File: config.mk
export PLATFORM = sky130hd
export DESIGN_NAME = supply_fault_monitor
export DESIGN_NICKNAME = d
export VERILOG_FILES = /design/src/rtl/fm_pkg.sv /design/src/rtl/fm_sync.sv /design/src/rtl/fm_uv_filter.sv /design/src/rtl/fm_alarm.sv /design/src/rtl/supply_fault_monitor.sv
export SDC_FILE = /design/constraint.sdc
export NUM_CORES = 1
export LEC_CHECK = 0
export CORE_MARGIN = 3
export CORE_UTILIZATION = 35
export DETAILED_ROUTE_END_ITERATION = 16
export SYNTH_ARGS = -nofsm -noshare
export SYNTH_HDL_FRONTEND = slang
export SYNTH_SLANG_ARGS = --single-unit
File: constraint.sdc
create_clock -name clk -period 1.22 [get_ports clk]
set_input_delay 0.244 -clock clk [delete_from_list [all_inputs] [get_ports clk]]
set_output_delay 0.244 -clock clk [all_outputs]
set_load 0.02 [all_outputs]
File: src/rtl/fm_pkg.sv
`timescale 1ns/1ps
package fm_pkg;

  typedef struct packed {
    logic below_lo;
    logic below_hi;
    logic sel_lo;
    logic overcur;
    logic hot;
    logic card_in;
    logic host_cmd;
  } fm_in_t;

  localparam int FM_IN_W = $bits(fm_in_t);

  // Safe values held by the synchronisers during reset: no fault, no host edge.
  localparam fm_in_t FM_IDLE = '{
    below_lo: 1'b0,
    below_hi: 1'b0,
    sel_lo:   1'b1,
    overcur:  1'b0,
    hot:      1'b0,
    card_in:  1'b1,
    host_cmd: 1'b1
  };

endpackage

File: src/rtl/fm_sync.sv
`timescale 1ns/1ps
module fm_sync #(
  parameter int W = 1,
  parameter int STAGES = 2,
  parameter logic [W-1:0] RST_VAL = '0
) (
  input  logic         clk,
  input  logic         rst,
  input  logic [W-1:0] d,
  output logic [W-1:0] q
);

  logic [W-1:0] chain [STAGES];

  for (genvar s = 0; s < STAGES; s++) begin : g_stage
    if (s == 0) begin : g_first
      always_ff @(posedge clk) begin
        if (rst) chain[s] <= RST_VAL;
        else     chain[s] <= d;
      end
    end else begin : g_rest
      always_ff @(posedge clk) begin
        if (rst) chain[s] <= RST_VAL;
        else     chain[s] <= chain[s-1];
      end
    end
  end

  assign q = chain[STAGES-1];

endmodule

File: src/rtl/fm_uv_filter.sv
`timescale 1ns/1ps
module fm_uv_filter #(
  parameter int LIMIT = 50,
  parameter int CNT_W = $clog2(LIMIT + 1)
) (
  input  logic             clk,
  input  logic             rst,
  input  logic             tick,
  input  logic             low,
  output logic [CNT_W-1:0] cnt,
  output logic             done
);

  localparam logic [CNT_W-1:0] LIM_V = CNT_W'(LIMIT);

  logic [CNT_W-1:0] cnt_q;

  always_ff @(posedge clk) begin
    if (rst || !low)                  cnt_q <= '0;
    else if (tick && cnt_q != LIM_V)  cnt_q <= cnt_q + 1'b1;
  end

  assign cnt  = cnt_q;
  assign done = (cnt_q == LIM_V);

endmodule

File: src/rtl/fm_alarm.sv
`timescale 1ns/1ps
module fm_alarm (
  input  logic clk,
  input  logic rst,
  input  logic fault_now,
  input  logic host_rise,
  output logic deact_req,
  output logic alarm_n
);

  logic fault_q;
  logic req_q;
  logic alarm_n_q;

  always_ff @(posedge clk) begin
    if (rst) begin
      fault_q   <= 1'b0;
      req_q     <= 1'b0;
      alarm_n_q <= 1'b1;
    end else begin
      fault_q <= fault_now;
      req_q   <= fault_now & ~fault_q;
      if (fault_now)      alarm_n_q <= 1'b0;
      else if (host_rise) alarm_n_q <= 1'b1;
    end
  end

  assign deact_req = req_q;
  assign alarm_n   = alarm_n_q;

endmodule

File: src/rtl/supply_fault_monitor.sv
`timescale 1ns/1ps
module supply_fault_monitor
  import fm_pkg::*;
#(
  parameter int SYNC_STAGES = 2,
  parameter int FILT_TICKS  = 50
) (
  input  logic clk,
  input  logic rst,
  input  logic osc_tick,
  input  logic vdd_below_lo,
  input  logic vdd_below_hi,
  input  logic sel_low_thr,
  input  logic vcc_overcur,
  input  logic over_temp,
  input  logic card_in,
  input  logic host_cmd,
  output logic deact_req,
  output logic alarm_n
);

  localparam int CNT_W = $clog2(FILT_TICKS + 1);

  fm_in_t raw_in;
  fm_in_t syn;
  logic   host_q;
  logic   host_rise;
  logic [CNT_W-1:0] uv_cnt;
  logic   uv_slow;
  logic   uv_fault;
  logic   fault_now;

  assign raw_in = '{
    below_lo: vdd_below_lo,
    below_hi: vdd_below_hi,
    sel_lo:   sel_low_thr,
    overcur:  vcc_overcur,
    hot:      over_temp,
    card_in:  card_in,
    host_cmd: host_cmd
  };

  fm_sync #(
    .W(FM_IN_W),
    .STAGES(SYNC_STAGES),
    .RST_VAL(FM_IDLE)
  ) u_sync (
    .clk(clk),
    .rst(rst),
    .d(raw_in),
    .q(syn)
  );

  always_ff @(posedge clk) begin
    if (rst) host_q <= 1'b1;
    else     host_q <= syn.host_cmd;
  end

  assign host_rise = syn.host_cmd & ~host_q;

  fm_uv_filter #(
    .LIMIT(FILT_TICKS),
    .CNT_W(CNT_W)
  ) u_filt (
    .clk(clk),
    .rst(rst),
    .tick(osc_tick),
    .low(syn.below_hi),
    .cnt(uv_cnt),
    .done(uv_slow)
  );

  assign uv_fault  = syn.sel_lo ? syn.below_lo : uv_slow;
  assign fault_now = uv_fault | syn.overcur | syn.hot | ~syn.card_in;

  fm_alarm u_alarm (
    .clk(clk),
    .rst(rst),
    .fault_now(fault_now),
    .host_rise(host_rise),
    .deact_req(deact_req),
    .alarm_n(alarm_n)
  );

endmodule

After elaboration in Yosys (flattened, before gate mapping):

Memories as Yosys holds them, arrays and structs flattened.
Cells that the tools add are included.

* memories kept: 1
* output and inout port bits: 2
* register bits: 10
* logic and storage cells: 31
* input bits: 10
* memory bits (writable): 14

Memory list
* u_sync.chain: words 2, bits a word 7, rd ports 2, clocked after memory_dff 0, wr ports 2, RTL line fm_sync.sv:13 `logic [W-1:0] chain [STAGES];`

* reductions and logical operators: 4
* mux-type cells: 8
* bitwise operators: 10
* eq/ne operators: 2
* $add $sub $neg: 1

Operators with widths (number)
* 2-to-1 mux 7 bit: 2
* adder 6 x 1 -> 6 bit (second input constant): 1
* == test 6 bit (second input constant): 1
* 2-to-1 mux 1 bit: 6
* inequality test 6 bit (second input constant): 1
* OR 1 bit: 5
* inverter 1 bit: 3
* bitwise AND 1 bit: 2
* nonzero test 2 bit: 1
* logical AND 1 bit: 1
* zero test 1 bit: 1
* logical OR 1 bit: 1

Depth between registers and ports, before layout:

* depth after elaboration: 6
* mapped depth: 5
* depth with buffers taken out: 5

Cells and area by module:

Synthesis repeated with hierarchy kept, for this count alone.

* cells, all modules: 76
* area, all modules: 854.6 µm²

Modules (own cells, without submodules)
* fm_sync: instances 1, sequential area each 280.3 µm², cells each 29, area each 384.1 µm²
* fm_uv_filter: instances 1, sequential area each 120.1 µm², cells each 34, area each 320.3 µm²
* fm_alarm: instances 1, sequential area each 60.1 µm², cells each 7, area each 98.8 µm²
* supply_fault_monitor: instances 1, sequential area each 20.0 µm², cells each 6, area each 51.3 µm²

Least setup slack after synthesis:

Ideal clock, no wire load.

* kind: reg2reg
* start: reg u_filt.cnt_q[0] (netlist: u_filt.cnt[0])
* end: reg u_filt.cnt_q[2] (netlist: u_filt.cnt[2])
* data arrival time: 1244 ps
* cell stages (with the launch flop): 6
* path buffers: 0
* clock period less this slack: 1314 ps
* path slack: -94 ps
* required time: 1150 ps
* setup time: 70 ps
* path through: dfxtp_1 -> inv_1 -> ha_1 -> nand4b_1 -> or3b_1 -> a21oi_1

* cells in the longest elaborated chain, start to end: 2
* elaborated cells on any way between the ends: 3
* those cells by class: 1 x add/sub; 1 x eq/ne; 1 x reduce/logical

Ends and longest elaborated chain
* from (decl): RTL line fm_uv_filter.sv:16 `logic [CNT_W-1:0] cnt_q;`
* from (signal assigned): RTL line fm_uv_filter.sv:20 `else if (tick && cnt_q != LIM_V) cnt_q <= cnt_q + 1'b1;`
* parallel branches: the longest is 2 deep, another holds adder 6 x 1 -> 6 bit

Parallel ways; which one is timed is not known.
A chain may end at the register's enable or synchronous reset.

Final worst setup path:

* start: reg u_filt.cnt_q[0] (netlist: u_filt.cnt[0])
* end: reg u_alarm.alarm_n_q (netlist: u_alarm.alarm_n)

* cells in the longest elaborated chain, start to end: 6
* elaborated cells on any way between the ends: 7
* those cells by class: 1 x eq/ne; 2 x mux; 3 x bitwise; 1 x reduce/logical

Ends and longest elaborated chain
* == test 6 bit *: RTL line fm_uv_filter.sv:24 `assign done = (cnt_q == LIM_V);`
* 2-to-1 mux 1 bit *: RTL line supply_fault_monitor.sv:73 `assign uv_fault = syn.sel_lo ? syn.below_lo : uv_slow;`
* OR 1 bit * (3 in series): RTL line supply_fault_monitor.sv:74 `assign fault_now = uv_fault | syn.overcur | syn.hot | ~syn.card_in;`
* 2-to-1 mux 1 bit or nonzero test 2 bit (tied branches)
* to (signal assigned): RTL line fm_alarm.sv:19 `alarm_n_q <= 1'b1;`
* to (signal assigned): RTL line fm_alarm.sv:23 `if (fault_now) alarm_n_q <= 1'b0;`
* to (signal assigned): RTL line fm_alarm.sv:24 `else if (host_rise) alarm_n_q <= 1'b1;`
* to (decl): RTL line fm_alarm.sv:13 `logic alarm_n_q;`

Every way passes the cells marked *; elsewhere a longest branch is shown, timed or not.

==> results.tsv <==
metric	value	unit
antenna_found_initial	0	
r2r_slack	-0.11	ns
worst_slack	-0.1053	ns
ys.warnings.count	0	
grt_usage	11.39	%
place_hpwl	951.5	um
row_count	17	
drc	0	
clkSlewWorstSetupHoldPaths	0.12	ns
relSlewSlack	81.25	%
fin_nets	118	
numCtsBuffers	3	
ys_async_sr_fraction	0	%
drive_gt1_share	29.81	%
arrival	1.54	ns
cap_viol_max_count	0	
synth.distinct_cells	28	
placed_cells	127	
skew	0.007943	ns
clk_latency	0.31	ns
hold_viol_final	0	
grt_pass1_wl	2332	um
io_buffers	11	
synth_edf_count	0	
most-common-layout-cells	dfxtp_1, buf_4, nor2b_1, clkdlybuf4s50_1, or2_2	
fin_crit	1.325	ns
setup_viol	5	
syn-num-nets	91	
power	1.268	mW
viasPerCell	4.614	
num_vias	609	
fmax	754.5	MHz
die_x	55.20	um
critPathLaunchType	flop	
grt_pass1_vias	540	
coreArea	2255	um^2
fin_crit_sh	108.6	%
area_growth	32.20	%
synth-seq-cells	24	
maxSlewViolCount	0	
crit_type	reg2reg	
hold_class	reg2reg	
grt_util_met2	17.72	%
postCtsHoldBufs	0	
holdPathStages	1	
routed_wl	1406	um
ioPinCount	12	
synth.yosys.seq_area_share	56.72	%
die_h	55.20	um
final_common_cell	dfxtp_1	
grt.busiest_layer	met2	
yosys_most_used_dff	dfxtp_1	
instances_no_fill	132	
rsz0062_at_grt	true	
syn_avg_cell_area	10.72	um^2
detail-route-antenna-nets	0	
wire_per_inst	10.65	um
drt_iter0_markers	3	
r2r-end	u_alarm.alarm_n$_SDFFE_PP1P_	
cts-root-buf	clkbuf_4	
initial_core_util	37.57	%
power.leakage	0.4619	nW
final_area	1120	um^2
netlist_area	847.1	um^2
hp-start	u_alarm.fault_q$_SDFF_PP0_	
crit_start	u_filt.cnt[0]$_SDFFE_PP0P_	
cp_max_fo	5	
holdPathEnd	u_alarm.deact_req$_SDFF_PP0_	
cts.path.max_buffers	2	
met1_usage	13.18	%
grt_remaining_overflow	0	
power.density	1133	nW/um^2
r2r-start	u_filt.cnt[0]$_SDFFE_PP0P_	
ir_drop	0.9957	mV
grt_max_degree	13	
cp-end-kind	flop	
cts_sinks	24	
final_util	49.67	%
cp.required	1.44	ns
violations	negative setup slack	
worst_pin_slew	0.2774	ns
syn_inst	79	
h-tree-depth	1	
placed_cell_area	1075	um^2
dieArea	3046	um^2
status	finished, violations left	
grtUsageMet3	5.630	%
cts_tree	built	
antenna_cells	0	
reg2reg_depth	5	
dr.pass1.iters	4	
gp_congestion	0.7828	
==> synthesized netlist by cell type, types with 2 or more instances <==
| cell | instances | area (um^2) |
|---|---|---|
| xor2_1 | 2 | 17.52 |
| or2_2 | 7 | 43.79 |
| a21o_1 | 2 | 15.01 |
| clkbuf_1 | 2 | 7.510 |
| a21oi_1 | 2 | 10.01 |
| nand2_1 | 4 | 15.01 |
| nand4_1 | 2 | 12.51 |
| o211a_1 | 2 | 20.02 |
| ha_1 | 2 | 25.02 |
| inv_1 | 2 | 7.510 |
| dfxtp_1 | 24 | 480.5 |
| nor4bb_1 | 2 | 20.02 |
| nor2b_1 | 9 | 56.30 |
| nor2_1 | 3 | 11.26 |
==> per-stage QoR <==
stage,hold slack (ns),TNS [ns],worst slack [ns]
finish,0.4015,-0.3329,-0.1053
detailed placement,0.3847,-2.896,-0.3360
floorplan,0.3478,-0.02136,-0.02136
CTS,0.4028,-0.2883,-0.1017
global route,0.4065,-0.7412,-0.1754
global placement,0.3806,-2.263,-0.2176
==> worst max-delay path by stage <==
stage | endpoint | slack, ns
final | u_alarm.alarm_n$_SDFFE_PP1P_ | -0.11
after global routing | u_filt.cnt[0]$_SDFFE_PP0P_ | -0.18
after CTS | u_alarm.alarm_n$_SDFFE_PP1P_ | -0.10
after detailed placement | u_filt.cnt[0]$_SDFFE_PP0P_ | -0.34
after global placement | u_filt.cnt[5]$_SDFFE_PP0P_ | -0.22
after floorplan | u_filt.cnt[2]$_SDFFE_PP0P_ | -0.02
==> layout make-up <==
cell class / instances / area, um^2
clock buffer: 3 / 22.52
fill: 223 / 1135
inverter: 2 / 7.507
multi-input combinational: 50 / 361.6
sequential: 24 / 483.0
tap: 28 / 35.03
timing repair buffer: 25 / 210.2
==> what timing repair did <==
action | CTS | global route
pin swaps | 1 | 4
resized for setup | 6 | 3
endpoints found under the setup margin | 8 | 8
buffers inserted | 1 | 1
==> report_power, final <==
group / switching [mW] / internal, mW
clock: 0.217 / 0.115
combinational: 0.0430 / 0.0696
sequential: 0.00887 / 0.815
==> per-layer routing <==
metal / wire (um) / vias up
met5: 0 / -
met4: 21 / 0
met3: 77 / 2
met2: 682 / 10
met1: 625 / 279
li1: - / 318
==> flip-flops by register name (all words and copies together), names as in the netlist <==
| name | flops |
|---|---|
| u_filt.cnt | 6 |
| u_alarm.deact_req | 1 |
| u_sync.chain | 14 |
| u_alarm.fault_q | 1 |
| host_q | 1 |
| u_alarm.alarm_n | 1 |
==> cells by family (layout without fill, tap and decap cells) <==
family          Yosys count  after routing  synth area share, %
xor+xnor                  2              2                2.068
compound gates           10             10                8.715
mux                       1              1                1.182
buf+inv                   5             30                2.363
simple gates             35             35                26.00
fa+ha+maj                 2              2                2.954
flops                    24             24                56.72
==> critical path, cell delays in order (launching register included) <==
cell,delay (ns)
dfxtp_2,0.35
inv_2,0.07
ha_4,0.12
nand4b_1,0.20
o211a_1,0.31
a21o_1,0.18
Note: power is estimated with default switching activity, not from simulation.
